**src/rtl/fis_pol_pkg.sv**
```systemverilog
package fis_pol_pkg;
   localparam int TYPE_W = 8;

   typedef enum logic [1:0] {
      POL_ACCEPT = 2'b00,
      POL_REJECT = 2'b01,
      POL_HOLD   = 2'b10,
      POL_RSVD   = 2'b11
   } pol_code_e;

   function automatic logic pol_is_hold(input logic [1:0] c);
      return c == POL_HOLD;
   endfunction

   function automatic logic pol_is_accept(input logic [1:0] c);
      return c == POL_ACCEPT;
   endfunction
endpackage

```
**src/rtl/fis_policy_lut.sv**
```systemverilog
module fis_policy_lut
   import fis_pol_pkg::*;
#(
   parameter int NENT = 6
) (
   input  logic [TYPE_W-1:0]      type_i,
   input  logic [NENT*TYPE_W-1:0] tbl_type_i,
   input  logic [NENT*2-1:0]      tbl_code_i,
   input  logic [1:0]             dflt_i,
   output logic [1:0]             code_o
);
   logic [NENT-1:0] hit;

   for (genvar g = 0; g < NENT; g++) begin : g_cmp
      assign hit[g] = (tbl_type_i[g*TYPE_W +: TYPE_W] == type_i);
   end

   // lowest index wins: scan downward so the last write is the lowest hit
   always_comb begin
      code_o = dflt_i;
      for (int i = NENT - 1; i >= 0; i--) begin
         if (hit[i]) code_o = tbl_code_i[i*2 +: 2];
      end
   end
endmodule

```
**src/rtl/fis_hold_regs.sv**
```systemverilog
module fis_hold_regs #(
   parameter int DW    = 32,
   parameter int DEPTH = 4,
   parameter int IDXW  = 2,
   parameter int CNTW  = 3
) (
   input  logic            clk,
   input  logic            rst_n,
   input  logic            clr_i,
   input  logic            we_i,
   input  logic [CNTW-1:0] widx_i,
   input  logic [DW-1:0]   wdata_i,
   input  logic [IDXW-1:0] ridx_i,
   output logic [DW-1:0]   rdata_o
);
   logic [DW-1:0] slot_q [DEPTH];

   for (genvar g = 0; g < DEPTH; g++) begin : g_slot
      always_ff @(posedge clk or negedge rst_n) begin
         if (!rst_n)
            slot_q[g] <= '0;
         else if (we_i && widx_i == CNTW'(g))
            slot_q[g] <= wdata_i;
         else if (clr_i)
            slot_q[g] <= '0;
      end
   end

   always_comb begin
      rdata_o = '0;
      for (int i = 0; i < DEPTH; i++) begin
         if (ridx_i == IDXW'(i)) rdata_o = slot_q[i];
      end
   end
endmodule

```
**src/rtl/fis_rx_policy.sv**
```systemverilog
module fis_rx_policy
   import fis_pol_pkg::*;
#(
   parameter int DW      = 32,
   parameter int NENT    = 6,
   parameter int HOLD_DW = 4,
   localparam int IDXW   = (HOLD_DW > 1) ? $clog2(HOLD_DW) : 1,
   localparam int CNTW   = $clog2(HOLD_DW + 1)
) (
   input  logic                   clk,
   input  logic                   rst_n,
   input  logic                   rx_valid,
   input  logic                   rx_sof,
   input  logic                   rx_eof,
   input  logic                   rx_err,
   input  logic [DW-1:0]          rx_data,
   input  logic [NENT*TYPE_W-1:0] tbl_type,
   input  logic [NENT*2-1:0]      tbl_code,
   input  logic [1:0]             dflt_code,
   input  logic                   host_dec_valid,
   input  logic                   host_dec_accept,
   input  logic [IDXW-1:0]        host_rd_idx,
   output logic [DW-1:0]          host_rd_data,
   output logic                   host_irq,
   output logic                   resp_valid,
   output logic                   resp_ok
);
   if (DW < TYPE_W) begin : g_bad_dw
      $error("DW must hold the type field");
   end
   if (HOLD_DW < 1) begin : g_bad_hold
      $error("HOLD_DW must be at least 1");
   end
   if (NENT < 1) begin : g_bad_nent
      $error("NENT must be at least 1");
   end

   logic            active_q, eof_seen_q, err_q, dec_q, acc_q, irq_q;
   logic [1:0]      code_q, lut_code, cur_code;
   logic [CNTW-1:0] cap_q, cap_cur;
   logic            beat, start, take, hold, push, raise, eof_now, fin_eof;
   logic            err_cur, dec_now, dec_have, acc_cur, act_cur, fire, ok_d;

   fis_policy_lut #(.NENT(NENT)) lut_i (
      .type_i     (rx_data[TYPE_W-1:0]),
      .tbl_type_i (tbl_type),
      .tbl_code_i (tbl_code),
      .dflt_i     (dflt_code),
      .code_o     (lut_code)
   );

   always_comb begin
      beat     = rx_valid && !eof_seen_q;
      start    = beat && !active_q && rx_sof;
      take     = beat && (active_q || start);
      cur_code = start ? lut_code : code_q;
      hold     = pol_is_hold(cur_code);
      cap_cur  = start ? '0 : cap_q;
      push     = take && hold && (cap_cur < CNTW'(HOLD_DW));
      raise    = push && ((cap_cur == CNTW'(HOLD_DW - 1)) || rx_eof);
      eof_now  = take && rx_eof;
      fin_eof  = eof_seen_q || eof_now;
      err_cur  = take ? ((!start && err_q) || rx_err) : err_q;
      dec_now  = host_dec_valid && irq_q;
      dec_have = dec_q || dec_now;
      acc_cur  = dec_q ? acc_q : host_dec_accept;
      act_cur  = active_q || start;
      fire     = act_cur && fin_eof && (!hold || dec_have);
      ok_d     = hold ? (acc_cur && !err_cur) : (pol_is_accept(cur_code) && !err_cur);
   end

   always_ff @(posedge clk or negedge rst_n) begin
      if (!rst_n) begin
         active_q   <= 1'b0;
         eof_seen_q <= 1'b0;
         err_q      <= 1'b0;
         dec_q      <= 1'b0;
         acc_q      <= 1'b0;
         irq_q      <= 1'b0;
         code_q     <= POL_ACCEPT;
         cap_q      <= '0;
         resp_valid <= 1'b0;
         resp_ok    <= 1'b0;
      end else begin
         active_q   <= act_cur && !fire;
         eof_seen_q <= fin_eof && !fire;
         err_q      <= err_cur;
         code_q     <= cur_code;
         cap_q      <= push ? cap_cur + 1'b1 : cap_cur;
         dec_q      <= dec_have && !fire;
         if (dec_now) acc_q <= host_dec_accept;
         if (raise)        irq_q <= 1'b1;
         else if (dec_now) irq_q <= 1'b0;
         resp_valid <= fire;
         if (fire) resp_ok <= ok_d;
      end
   end

   fis_hold_regs #(.DW(DW), .DEPTH(HOLD_DW), .IDXW(IDXW), .CNTW(CNTW)) hold_i (
      .clk     (clk),
      .rst_n   (rst_n),
      .clr_i   (start),
      .we_i    (push),
      .widx_i  (cap_cur),
      .wdata_i (rx_data),
      .ridx_i  (host_rd_idx),
      .rdata_o (host_rd_data)
   );

   assign host_irq = irq_q;
endmodule

```
**config.mk**
```make
export PLATFORM = sky130hd
export DESIGN_NAME = fis_rx_policy
export DESIGN_NICKNAME = d
export VERILOG_FILES = /design/src/rtl/fis_pol_pkg.sv /design/src/rtl/fis_policy_lut.sv /design/src/rtl/fis_hold_regs.sv /design/src/rtl/fis_rx_policy.sv
export SDC_FILE = /design/constraint.sdc
export NUM_CORES = 1
export LEC_CHECK = 0
export ABC_AREA = 1
export BUFFER_PORTS_ARGS = -buffer_cell sky130_fd_sc_hd__buf_2
export CAP_MARGIN = 20
export CORE_MARGIN = 2
export CORE_UTILIZATION = 51
export CTS_CLUSTER_SIZE = 8
export DETAILED_ROUTE_END_ITERATION = 10
export PLACE_DENSITY_LB_ADDON = 0.2
export SLEW_MARGIN = 20
export SYNTH_ARGS = -nofsm -noshare
export SYNTH_HDL_FRONTEND = slang
export SYNTH_SLANG_ARGS = --single-unit
export TNS_END_PERCENT = 30
```
**constraint.sdc**
```tcl
create_clock -name clk -period 2.1 [get_ports clk]
set_input_delay 0.42 -clock clk [delete_from_list [all_inputs] [get_ports clk]]
set_output_delay 0.42 -clock clk [all_outputs]
set_load 0.03 [all_outputs]
```
-- Word level (Yosys, flattened, before mapping)
Index checks and enable logic that the tools add are counted.
Widths: inputs -> output; s select.
- $add $sub $neg: 1
- multiply operators: 0
- divide/modulo/power cells: 0
- order comparisons: 1
- equality and inequality tests: 13
- shift-type cells: 0
- mux-type cells: 23
- bitwise operators: 0
- reductions and logical operators: 41
- operator list (kind ; count):
    $mux 32 ; 9
    $eq 8x8->1 ; 6
    $logic_and 1x1->1 ; 21
    $mux 2 ; 7
    $reduce_bool 2->1 ; 5
    $eq 2x2->1 const B ; 3
    $eq 3x2->1 const B ; 2
    $logic_not 1->1 ; 6
    $logic_or 1x1->1 ; 6
    $mux 3 ; 2
    $mux 1 ; 5
    $logic_not 2->1 ; 2
    $add 3x1->3 const B ; 1
    $eq 3x1->1 const B ; 1
    $logic_not 3->1 ; 1
    $lt 3x3->1 const B ; 1
    $eq 2x1->1 const B ; 1
- register bits after elaboration: 141
- bits in latches: 0
- memory bits (writable): 0
- bits in read-only memories: 0
- input bits: 104
- output and inout port bits: 35
- logic and storage cells: 93
- memories: 0

-- Depth between registers and ports, before layout
- word-level depth: 14
- depth in mapped cells: 20
- gate-level depth less buffers: 19

-- Cells and area by module
Synthesis repeated with hierarchy kept, for this count alone.
- cell total of the unflattened synthesis: 997
- area, all modules: 7749.9 sq um
- modules (own cells, without submodules) (module ; times used ; cells each ; area an instance (sq um)):
    fis_hold_regs ; 1 ; 766 ; 6162.2
    fis_policy_lut ; 1 ; 149 ; 895.9
    fis_rx_policy ; 1 ; 82 ; 691.9

-- Worst setup path after synthesis
OpenSTA, ideal clock, no wires.
- path type: input -> register
- start: input port rx_valid
- end: register hold_i.slot_q[31] (netlist bit)
- library setup time: 0.066 ns
- arrival time: 2.239 ns
- data required time: 2.034 ns
- slack: -0.205 ns
- stages: 13
- path through: inv_1 nor2_1 nand3_1 buf_2 buf_1 nand2_1 inv_1 ha_1 ha_1 buf_1 clkbuf_1 nand4_1 nand2_1
- word-level cells in the longest chain between the ends: 9
- elaborated cells on any way between the ends: 15
- classes of those cells: order compare (1); eq/ne (2); mux (3); reduce/logical (9)
- ends and longest elaborated chain (element ; line ; RTL):
    start, declared ; fis_rx_policy.sv:12 ; input logic rx_valid,
    $logic_and 1x1->1 * ; fis_rx_policy.sv:53 ; beat = rx_valid && !eof_seen_q;
    branches (longest 8 deep; another with $lt 3x3->1) ; - ;
    end signal, assigned by index ; fis_hold_regs.sv:23 ; slot_q[g] <= wdata_i;
    end, declared ; fis_hold_regs.sv:16 ; logic [DW-1:0] slot_q [DEPTH];
Every way passes the cells marked *.
A chain may end at the register's enable or synchronous reset.

-- Final worst setup path
- start: input port rx_data[0]
- end: register hold_i.slot_q[39] (netlist bit)
- word-level cells in the longest chain between the ends: 13
- elaborated cells on any way between the ends: 19
- classes of those cells: eq/ne (7); mux (8); reduce/logical (4)
- ends and longest elaborated chain (element ; line ; RTL):
    start, declared ; fis_rx_policy.sv:16 ; input logic [DW-1:0] rx_data,
    $eq 8x8->1 ; fis_policy_lut.sv:15 ; assign hit[g] = (tbl_type_i[g*TYPE_W +: TYPE_W] == type_i);
    $mux 2 (5 in series) ; fis_policy_lut.sv:22 ; if (hit[i]) code_o = tbl_code_i[i*2 +: 2];
    $mux 2 * ; fis_policy_lut.sv:22 ;
    $mux 2 * ; fis_rx_policy.sv:56 ; cur_code = start ? lut_code : code_q;
    named net cur_code[0] ; fis_rx_policy.sv:39 ; logic [1:0] code_q, lut_code, cur_code;
    $eq 2x2->1 * ; fis_pol_pkg.sv:12 ; return c == POL_HOLD;
    $logic_and 1x1->1 * (2 in series) ; fis_rx_policy.sv:59 ; push = take && hold && (cap_cur < CNTW'(HOLD_DW));
    $logic_and 1x1->1 * ; fis_hold_regs.sv:22 ; else if (we_i && widx_i == CNTW'(g))
    $mux 32 / $reduce_bool 2->1 (equally long branches) ; - ;
Mark *: on every way through the listed nets, which the timed path passes. The rest lies on a longest branch.

==> impl_metrics.yaml <==
outcome:
  status: "finished, final reports clean"
routing:
  drc_errors: 0
  first_pass_iters: 7
  vias_per_cell: 5.993
  antenna_left: 0
  drtIter0Drc: 747
  wl_per_cell_um: 18.74
  vias: 8000
  routed_wl_mm: 25.02
yosys:
  synth.area.top_cells: "dfrtp_1 (45%), nand2_1 (13%), nand4_1 (12%), nand3_1 (10%), xor2_1 (2.6%)"
  ys_seq_area_share_pct: 45.10
  synth_cells: 974
  ys_types: 36
  syn_nets: 1083
  synth-seq-cells: 141
  synth_area_sq_um: 7824
  syn_avg_cell_area_sq_um: 8.033
  yosys.area.top_type_share_pct: 45.10
  synth_top_area_cell: "dfrtp_1"
  yosysWarnings: 0
cells_and_area:
  postLayoutCellArea_sq_um: 10400
  area_growth_pct: 32.98
  layout_common_cells: "nand2_1 (251), nand4_1 (149), nand3_1 (141), dfrtp_1 (141), buf_2 (128)"
  regArea_sq_um: 3528
  nFillCells: 1224
  final_common_cell: "nand2_1"
  drive_gt1_share_pct: 29.93
  final_nets: 1242
  multi_input_area_sq_um: 4010
  layout.cells.non_filler: 1335
timing:
  finalMaxSlewViolations: 0
  fmax_ghz: 0.4763
  finalHoldViolCount: 0
  finalClockSkew_ns: 0.008658
  finalSetupViolations: 0
  min_period_ns: 2.100
  post-route-period-util_pct: 99.98
  slew_headroom_pct: 42.17
  final.setup.worst_slack_ns: 0.0003495
  grt_setup_unrepaired: "true"
  worst_pin_slew_ns: 0.8675
placed_design:
  place_worst_setup_slack_ns: -0.4617
  dp_cells: 1292
  dp_hpwl_mm: 15.44
  placed_cell_area_sq_um: 9387
  place_congestion: 0.8381
  port_buffers: 138
power:
  switchingPower_uw: 5051
  p_leak_uw: 0.005406
  ir_drop_uv: 856.1
  pwr-share-comb_pct: 43.5
  pwr-share-seq_pct: 32.5
  switching_share_pct: 40.00
  cell_internal_pwr_uw: 7577
  p_per_area_nw_per_um2: 1214
  power_frac_clock_pct: 24.0
  total_power_uw: 12630
setup_path:
  arrival_ns: 2.42
  worst_r2r_startpoint: "eof_seen_q"
  cp.required_ns: 2.42
  cp-end-kind: "flip-flop"
  cp_max_fo: 8
  start_kind: "input port"
  crit_start: "rx_data[0]"
  crit_type: "in -> reg"
floorplanning:
  dieArea_sq_um: 16350
  die_w_um: 127.9
  initial_utilization_pct: 51.85
  rows: 45
  io_pins: 139
  core-area_sq_um: 15090
  die_y_um: 127.9
clock_network:
  cts_tree: "built"
  cts_max_level: 4
  clk_latency_ns: 0.43
  cts_sinks: 141
  cts_buffers: 17
  clk_path_buf_depth: 2
  clk_pin_slew_ns: 0.06
  cts_root_buffer: "clkbuf_16"
global_routing:
  grt_pass1_wl_mm: 38.72
  antenna_found_initial: 1
  gr-total-overflow: 0
  grt_use_total_pct: 30.00
  grt_pass1_vias: 7701
  grt_max_degree: 77
hold_path:
  hold_path.class: "in -> reg"
  min_from: "host_dec_valid"
run:
  maxCapViolCount: 0
[logic make-up (layout without fill, tap and decap cells)]
group	count (synthesis)	after routing	synth area share, %
fa+ha+maj	5	5	0.7996
other cells	0	1	0
compound gates	36	36	3.087
xor+xnor	44	44	4.926
simple gates	619	619	38.06
flops	141	141	45.10
buf+inv	129	301	8.028
[power by group through the flow]
stage	clock network [uW]	logic, uW	registers [uW]
2_1_floorplan	0	3320	4040
3_3_place_gp	0	5110	4080
3_5_place_dp	0	5180	4110
4_1_cts	3050	5210	4070
5_1_grt	3180	5920	4200
6_report	3030	5490	4100
[worst max-delay path, cell delays in order]
cell,delay (ns)
buf_6,0.12
buf_4,0.13
xor2_1,0.14
nor4_2,0.28
nand2_1,0.15
o21ai_2,0.15
inv_1,0.06
nand2_2,0.09
nand2_4,0.08
nor2_8,0.23
nand3_4,0.19
clkbuf_16,0.23
nand3_1,0.07
nand2_1,0.07
[synth_stat cells, drive strengths merged]
master	count
a21oi	15
a221oi	11
a31oi	1
a32o	1
buf	44
clkbuf	51
dfrtp	141
ha	5
inv	34
nand2	265
nand3	166
nand3b	2
nand4	149
nor2	28
nor3	5
nor4	3
o21a	1
o21ai	5
o21bai	1
o22ai	1
or2	1
xnor2	21
xor2	23
[timing repair]
action / in CTS / in global routing
pin swaps: 0 / 49
endpoints found under the hold margin: 36 / 0
buffers inserted: 0 / 4
gates cloned: 0 / 5
endpoints found under the setup margin: 18 / 137
hold buffers: 1 / 0
gates resized for setup: 2 / 75
[registers in the layout (all words and copies together), names as in the netlist]
signal and count:
acc_q 1, active_q 1, cap_q 3, code_q 2, dec_q 1, eof_seen_q 1, err_q 1, hold_i.slot_q 128
host_irq 1, resp_ok 1, resp_valid 1
[stage by stage]
step / hold WS, ns / utilization (%) / setup TNS, ns
after floorplan: 0.1244 / - / -4.205
after global placement: 0.3591 / 62.21 / -49.49
after detailed placement: 0.3578 / 62.21 / -58.46
after CTS: 0.2133 / 66.29 / 0
after global routing: 0.2239 / 68.93 / -11.80
final: 0.2205 / 68.95 / 0
[per-layer routing]
metal | GRT usage, % | vias to the layer above | share of wire, %
li1 | - | 3698 | -
met4 | 10.28 | 0 | 2.0
met5 | 0 | - | 0
met3 | 6.928 | 53 | 9.0
met2 | 48.57 | 421 | 49
met1 | 39.92 | 3828 | 40
[path summary, 6_finish.rpt]
check                           slack, ns           endpoint  cells past startpoint
worst max-delay path               0.0003  hold_i.slot_q[39]                     14
worst max register to register       0.11  hold_i.slot_q[17]                     10
min in group asynchronous            0.47  hold_i.slot_q[10]                      2
worst min-delay path                 0.22              acc_q                      2
worst min register to register       0.49            resp_ok                      2
max in group asynchronous            0.88  hold_i.slot_q[60]                      3
[layout make-up]
class / instances / share of cell area, %
clock buffers: 19 / 4.354
repair buffers: 235 / 18.32
diodes: 1 / 0.02405
flip-flops and latches: 141 / 33.91
multi-input cells: 704 / 38.54
inverters: 34 / 1.227
well taps: 188 / 2.261
clock inverters: 13 / 1.359
(Power assumes the default switching activity.)
